--- config.mk ---
export PLATFORM = sky130hd
export DESIGN_NAME = twin_tmr
export DESIGN_NICKNAME = d
export VERILOG_FILES = /design/src/rtl/twin_tmr_pkg.sv /design/src/rtl/twin_tmr_src.sv /design/src/rtl/twin_tmr_gate.sv /design/src/rtl/twin_tmr_core.sv /design/src/rtl/twin_tmr.sv
export SDC_FILE = /design/constraint.sdc
export NUM_CORES = 1
export LEC_CHECK = 0
export BUFFER_PORTS_ARGS = -buffer_cell sky130_fd_sc_hd__buf_2
export CAP_MARGIN = 40
export CORE_UTILIZATION = 40
export CTS_CLUSTER_SIZE = 24
export DETAILED_ROUTE_END_ITERATION = 8
export GPL_TIMING_DRIVEN = 0
export PLACE_DENSITY_LB_ADDON = 0.15
export SLEW_MARGIN = 20
export SYNTH_ARGS = -nofsm -noshare
export SYNTH_HDL_FRONTEND = slang
export SYNTH_SLANG_ARGS = --single-unit
--- constraint.sdc ---
create_clock -name clk -period 2.3 [get_ports clk]
set_clock_uncertainty 0.05 [all_clocks]
set_input_delay 0 -clock clk [delete_from_list [all_inputs] [get_ports clk]]
set_output_delay 0 -clock clk [all_outputs]
set_load 0.05 [all_outputs]
--- src/rtl/twin_tmr_pkg.sv ---
`timescale 1ns/1ps
package twin_tmr_pkg;
    typedef enum logic [1:0] {
        SRC_EXT   = 2'd0,
        SRC_SLOW  = 2'd1,
        SRC_FAST  = 2'd2,
        SRC_FAST2 = 2'd3
    } src_e;

    typedef enum logic [1:0] {
        MD_HALT   = 2'd0,
        MD_RUN    = 2'd1,
        MD_GATE_A = 2'd2,
        MD_GATE_B = 2'd3
    } mode_e;

    // control byte, MSB first: clear/flag, chain, mode, source 1, source 0
    typedef struct packed {
        logic  clr_flag;
        logic  chain;
        mode_e mode;
        src_e  src1;
        src_e  src0;
    } ctrl_t;

    localparam int AW = 3;
    localparam logic [AW-1:0] A_CNT0 = 3'd0;
    localparam logic [AW-1:0] A_CNT1 = 3'd1;
    localparam logic [AW-1:0] A_CTRL = 3'd2;
    localparam logic [AW-1:0] A_PDAT = 3'd3;
    localparam logic [AW-1:0] A_POE  = 3'd4;
endpackage

--- src/rtl/twin_tmr_src.sv ---
`timescale 1ns/1ps
module twin_tmr_src
    import twin_tmr_pkg::*;
(
    input  src_e sel_i,
    input  logic ext_i,
    input  logic slow_i,
    input  logic fast_i,
    output logic tick_o
);
    always_comb begin
        case (sel_i)
            SRC_EXT:  tick_o = ext_i;
            SRC_SLOW: tick_o = slow_i;
            default:  tick_o = fast_i;
        endcase
    end
endmodule

--- src/rtl/twin_tmr_gate.sv ---
`timescale 1ns/1ps
module twin_tmr_gate
    import twin_tmr_pkg::*;
(
    input  logic       clk,
    input  logic       rst_n,
    input  logic [1:0] gate_i,
    input  mode_e      mode_i,
    output logic       run_o,
    output logic       stop_ev_o
);
    typedef struct packed {
        logic [1:0] prev;
    } gst_t;

    gst_t gs_d, gs_q;
    logic gated, lvl_now, lvl_was;

    always_comb begin
        gs_d      = gs_q;
        gs_d.prev = gate_i;
        gated     = (mode_i == MD_GATE_A) || (mode_i == MD_GATE_B);
        lvl_now   = (mode_i == MD_GATE_B) ? gate_i[1]    : gate_i[0];
        lvl_was   = (mode_i == MD_GATE_B) ? gs_q.prev[1] : gs_q.prev[0];
        run_o     = (mode_i == MD_RUN) || (gated && lvl_now);
        stop_ev_o = gated && lvl_was && !lvl_now;
    end

    always_ff @(posedge clk or negedge rst_n) begin
        if (!rst_n) gs_q <= '0;
        else        gs_q <= gs_d;
    end
endmodule

--- src/rtl/twin_tmr_core.sv ---
`timescale 1ns/1ps
module twin_tmr_core #(
    parameter int CW = 8
) (
    input  logic          clk,
    input  logic          rst_n,
    input  logic          tick0_i,
    input  logic          tick1_i,
    input  logic          run0_i,
    input  logic          stop_ev_i,
    input  logic          chain_i,
    input  logic          ld0_i,
    input  logic          ld1_i,
    input  logic [CW-1:0] ld_val_i,
    input  logic          clr_i,
    output logic [CW-1:0] cnt0_o,
    output logic [CW-1:0] cnt1_o,
    output logic          flag_o
);
    localparam logic [CW-1:0] ALL1 = '1;
    localparam logic [CW-1:0] ONE  = {{(CW-1){1'b0}}, 1'b1};

    typedef struct packed {
        logic [CW-1:0] c0;
        logic [CW-1:0] c1;
        logic          flag;
    } cst_t;

    cst_t cs_d, cs_q;
    logic inc0, wrap0, inc1, wrap1, hit;

    always_comb begin
        cs_d  = cs_q;
        // a load in the same cycle suppresses the step and its wrap
        inc0  = tick0_i && run0_i && !ld0_i;
        wrap0 = inc0 && (cs_q.c0 == ALL1);
        inc1  = (chain_i ? wrap0 : tick1_i) && !ld1_i;
        wrap1 = inc1 && (cs_q.c1 == ALL1);
        hit   = stop_ev_i || wrap1 || (wrap0 && !chain_i);

        if (ld0_i)     cs_d.c0 = ld_val_i;
        else if (inc0) cs_d.c0 = cs_q.c0 + ONE;

        if (ld1_i)     cs_d.c1 = ld_val_i;
        else if (inc1) cs_d.c1 = cs_q.c1 + ONE;

        if (hit)        cs_d.flag = 1'b1;
        else if (clr_i) cs_d.flag = 1'b0;
    end

    always_ff @(posedge clk or negedge rst_n) begin
        if (!rst_n) cs_q <= '0;
        else        cs_q <= cs_d;
    end

    assign cnt0_o = cs_q.c0;
    assign cnt1_o = cs_q.c1;
    assign flag_o = cs_q.flag;
endmodule

--- src/rtl/twin_tmr.sv ---
`timescale 1ns/1ps
module twin_tmr
    import twin_tmr_pkg::*;
#(
    parameter int CW = 8,
    parameter int PW = 6
) (
    input  logic          clk,
    input  logic          rst_n,
    input  logic [1:0]    ext_tick_i,
    input  logic          slow_tick_i,
    input  logic          fast_tick_i,
    input  logic [1:0]    gate_i,
    input  logic          wr_en_i,
    input  logic [AW-1:0] wr_addr_i,
    input  logic [CW-1:0] wr_data_i,
    input  logic [AW-1:0] rd_addr_i,
    output logic [CW-1:0] rd_data_o,
    output logic          irq_o,
    output logic [PW-1:0] port_o,
    output logic [PW-1:0] port_oe_o
);
    localparam int CTW = $bits(ctrl_t);

    typedef struct packed {
        ctrl_t         ctrl;
        logic [PW-1:0] pdat;
        logic [PW-1:0] poe;
    } rst_t;

    rst_t  rg_d, rg_q;
    ctrl_t ctrl_q;
    src_e  src_sel [2];
    logic [1:0]    ticks;
    logic [CW-1:0] cnt0, cnt1;
    logic run0, stop_ev, flag, ld0, ld1, clr;

    assign ctrl_q     = rg_q.ctrl;
    assign src_sel[0] = ctrl_q.src0;
    assign src_sel[1] = ctrl_q.src1;

    assign ld0 = wr_en_i && (wr_addr_i == A_CNT0);
    assign ld1 = wr_en_i && (wr_addr_i == A_CNT1);
    assign clr = wr_en_i && (wr_addr_i == A_CTRL) && wr_data_i[CTW-1];

    always_comb begin
        rg_d = rg_q;
        if (wr_en_i) begin
            case (wr_addr_i)
                A_CTRL: begin
                    rg_d.ctrl          = ctrl_t'(wr_data_i[CTW-1:0]);
                    rg_d.ctrl.clr_flag = 1'b0;
                end
                A_PDAT:  rg_d.pdat = wr_data_i[PW-1:0];
                A_POE:   rg_d.poe  = wr_data_i[PW-1:0];
                default: ;
            endcase
        end
    end

    always_ff @(posedge clk or negedge rst_n) begin
        if (!rst_n) rg_q <= '0;
        else        rg_q <= rg_d;
    end

    for (genvar g = 0; g < 2; g++) begin : g_src
        twin_tmr_src u_src (
            .sel_i  (src_sel[g]),
            .ext_i  (ext_tick_i[g]),
            .slow_i (slow_tick_i),
            .fast_i (fast_tick_i),
            .tick_o (ticks[g])
        );
    end

    twin_tmr_gate u_gate (
        .clk       (clk),
        .rst_n     (rst_n),
        .gate_i    (gate_i),
        .mode_i    (ctrl_q.mode),
        .run_o     (run0),
        .stop_ev_o (stop_ev)
    );

    twin_tmr_core #(.CW(CW)) u_core (
        .clk       (clk),
        .rst_n     (rst_n),
        .tick0_i   (ticks[0]),
        .tick1_i   (ticks[1]),
        .run0_i    (run0),
        .stop_ev_i (stop_ev),
        .chain_i   (ctrl_q.chain),
        .ld0_i     (ld0),
        .ld1_i     (ld1),
        .ld_val_i  (wr_data_i),
        .clr_i     (clr),
        .cnt0_o    (cnt0),
        .cnt1_o    (cnt1),
        .flag_o    (flag)
    );

    always_comb begin
        rd_data_o = '0;
        case (rd_addr_i)
            A_CNT0: rd_data_o = cnt0;
            A_CNT1: rd_data_o = cnt1;
            A_CTRL: begin
                rd_data_o[CTW-1:0] = ctrl_q;
                rd_data_o[CTW-1]   = flag;
            end
            A_PDAT:  rd_data_o[PW-1:0] = rg_q.pdat;
            A_POE:   rd_data_o[PW-1:0] = rg_q.poe;
            default: ;
        endcase
    end

    assign irq_o     = flag;
    assign port_o    = rg_q.pdat;
    assign port_oe_o = rg_q.poe;
endmodule

==> summary.txt <==
Worst setup path
  • RR Startpoint: ctrl_q[0]
  • CP required: 2430 ps
  • Max Fanout on Critical Path: 3
  • Crit path capture type: flip-flop
  • FF-to-FF End: u_core.cnt1_o[5]
  • Reg2reg setup slack: 90 ps
  • Crit start category: flip-flop
  • Setup crit start: ctrl_q[0]
  • CP Data Arrival Time: 2340 ps
  • Crit Path Category: reg2reg
  • R2R depth: 5
  • Crit path to: u_core.cnt1_o[5]

Timing
  • Fin. Hold Viols: 0
  • Slew margin rel.: 48.9%
  • Final period util: 96.3%
  • Worst Max-Slew Pin Slew: 766 ps
  • Max Slew Vio Count: 0
  • Final setup fails: 0
  • Final min period: 2210 ps
  • Sum Neg Setup Slack: 0 ps
  • Max Clk Rate: 452 MHz

Floorplan
  • Initial Util: 41.7%
  • Die ar.: 6080 um^2
  • Die span in y: 78.0 um
  • Chip width: 78.0 um
  • Row Count: 27
  • Core area: 5540 um^2
  • IO Count: 44

Global route
  • Met1 Use GR: 29.2%
  • Antenna violations before repair: 0
  • Vias in the first global route: 2022
  • Top Usage Layer GRT: met2
  • GRT Total Usage: 22.3%
  • Global-route wire length before repair: 10.3 mm
  • Grt met3 use: 3.41%
  • Met2 usage: 38.3%
  • Largest net degree at the start of global routing: 22
  • GRT Residual Overflow: 0

Synthesis
  • Sequential-to-total area share from yosys stat: 41.2%
  • #FFs+latches synth: 38
  • Synth Instances: 240
  • Yosys cell types: 45
  • Netlist Area Pre-Place: 2310 um^2
  • Fraction of registers with async set/reset: 100%
  • Post-synth EDFFs: 0
  • Top_reg_cell synth: dfrtp_1
  • Mapped Avg Cell Area: 9.62 um^2
  • Syn Nets: 265
  • Yosys warning count: 0

Place
  • Final Wtd Congestion: 0.860
  • DP HPWL: 4.67 mm
  • Dpl cells: 356
  • I/O Buffers: 42

Cells and area
  • Fin nets: 329
  • Post-route insts no fill: 377
  • Most frequent cells in the layout: buf_2 (43), dfrtp_1 (38), nand2_1 (26)
  • Fraction of layout instances using a drive strength above 1: 25.6%
  • N_diodes: 0
  • Most common cell after layout, fill and taps aside: buf_2
  • Number of fill cells: 552
  • Synth-to-layout area growth: 24.2%

Pwr
  • Overall Power: 2.79 mW
  • Pwr/cell area: 972 nW/um^2
  • Flop pwr share: 40.3%
  • Combinational share of power: 42.3%
  • P_int: 1.58 mW
  • Psw: 1.21 mW
  • Max VDD drop: 531 uV
  • Sw Ratio: 43.5%
  • Clock power frac: 17.4%
  • Leak Pwr: 1.26 nW

Routing
  • Via count: 2074
  • Vias/cell: 5.50
  • Post-Route WL: 6.26 mm
  • DR pass1 iterations: 4
  • Routed len/inst: 16.6 um
  • Post-route DRC violation count: 0
  • Detailed Route Iter0 Violations: 98
  • Routed Antenna Nets: 0

Clocking
  • Max Root-Sink Buffers: 2
  • Worst skew pair latency: 290 ps
  • CTS H-tree depth: 2
  • Clock transition at the registers of the reported paths: 80 ps
  • Number of CTS-inserted buffers: 5
  • CTS sink cnt: 38
  • Clock Tree Root: clkbuf_8
  • CTS tree: built

Min path
  • Hold WC Path Type: in2reg

Run status
  • Outcome: finished clean

Flow run
  • Maxcap violations: 0
[synth_stat cells (3+ instances only)]
| library cell | count | area share (%) |
|---|---|---|
| mux2i_1 | 15 | 6.5 |
| nor2b_1 | 5 | 1.4 |
| nand2_1 | 26 | 4.2 |
| and3_1 | 5 | 1.4 |
| nand3_1 | 9 | 2.0 |
| mux2_2 | 18 | 8.8 |
| nor2_1 | 15 | 2.4 |
| o21ai_0 | 13 | 2.8 |
| xor2_1 | 7 | 2.7 |
| nand4_1 | 13 | 3.5 |
| nand2b_1 | 4 | 1.1 |
| clkbuf_1 | 6 | 0.98 |
| o22ai_1 | 5 | 1.4 |
| dfrtp_1 | 38 | 41 |
| and2_1 | 4 | 1.1 |
| inv_1 | 7 | 1.1 |
| a21oi_1 | 12 | 2.6 |
| buf_1 | 3 | 0.49 |
[power groups by stage]
stage	Sequential (mW)	Combinational (mW)	Clock (mW)
after global placement	1.12	1.11	0
final	1.12	1.18	0.485
after detailed placement	1.13	1.13	0
after global routing	1.15	1.29	0.525
after floorplan	1.24	0.692	0
after CTS	1.12	1.15	0.498
[state kept, by name (all words and copies together), names as in the netlist]
name	cells
port_o	6
u_core.cnt0_o	8
u_gate.gs_q	2
ctrl_q	7
u_core.flag_o	1
port_oe_o	6
u_core.cnt1_o	8
[stage by stage]
| stage | utilization, % | instance area (um^2) | worst slack (ps) | hold WS, ps |
|---|---|---|---|---|
| 6_report | 51.8 | 2870 | 85.6 | 99.5 |
| 5_1_grt | 51.8 | 2870 | -1.07 | 113 |
| 3_3_place_gp | 47.1 | 2610 | 96.4 | 89.8 |
| 4_1_cts | 51.4 | 2850 | 63.8 | 96.8 |
| 2_1_floorplan | - | 2310 | 202 | -346 |
| 3_5_place_dp | 47.7 | 2640 | 84.3 | -74.5 |
[routing by layer]
layer,wire (um),up-vias
met3,290,8
met5,0,-
met1,2990,991
li1,-,1014
met2,2900,61
met4,79,0
[worst max-delay path, cell delays in order, from the launching register on]
cell	delay (ps)
dfrtp_1	420
mux2i_2	200
a2111o_1	440
or4_1	520
and3_1	200
o31a_1	260
[how the worst min path moves through the flow]
stage | endpoint | startpoint | slack (ps) | cells past startpoint
finish | u_core.cnt0_o[3] | wr_addr_i[2] | 100 | 3
detailed placement | port_oe_o[4] | rst_n | -70 | 1
CTS | u_core.cnt0_o[1] | wr_addr_i[2] | 100 | 3
global route | u_core.cnt0_o[1] | wr_addr_i[1] | 110 | 3
global placement | u_gate.gs_q[0] | gate_i[0] | 90 | 1
floorplan | ctrl_q[0] | rst_n | -350 | 0
[cells by family after synthesis]
| kind of cell | Yosys count | share of synthesized area, % |
|---|---|---|
| xor gates and xnor gates | 8 | 3.04 |
| adders and majority gates | 2 | 1.08 |
| buffers and inverters | 16 | 2.60 |
| and+or+nand+nor | 94 | 22.1 |
| muxes | 35 | 16.7 |
| DFF | 38 | 41.2 |
| AOI/OAI and AO/OA | 47 | 13.3 |
[layout make-up]
type | count | area, um^2 | share of cell area (%)
Multi-Input combinational cell | 186 | 1300 | 45.5
Tap cell | 72 | 90.1 | 3.14
Sequential cell | 38 | 951 | 33.2
Timing Repair Buffer | 57 | 368 | 12.8
Buffer | 9 | 33.8 | 1.18
Clock inverter | 2 | 12.5 | 0.436
Inverter | 7 | 26.3 | 0.916
Clock buffer | 6 | 82.6 | 2.88
[repair_timing]
action,4_1_cts,5_1_grt
hold buffers,11,0
setup endpoints to repair,0,1
gates resized for setup,0,2
setup buffers,0,2
hold endpoints to repair,69,0
Power figures use the tool's default switching activity.
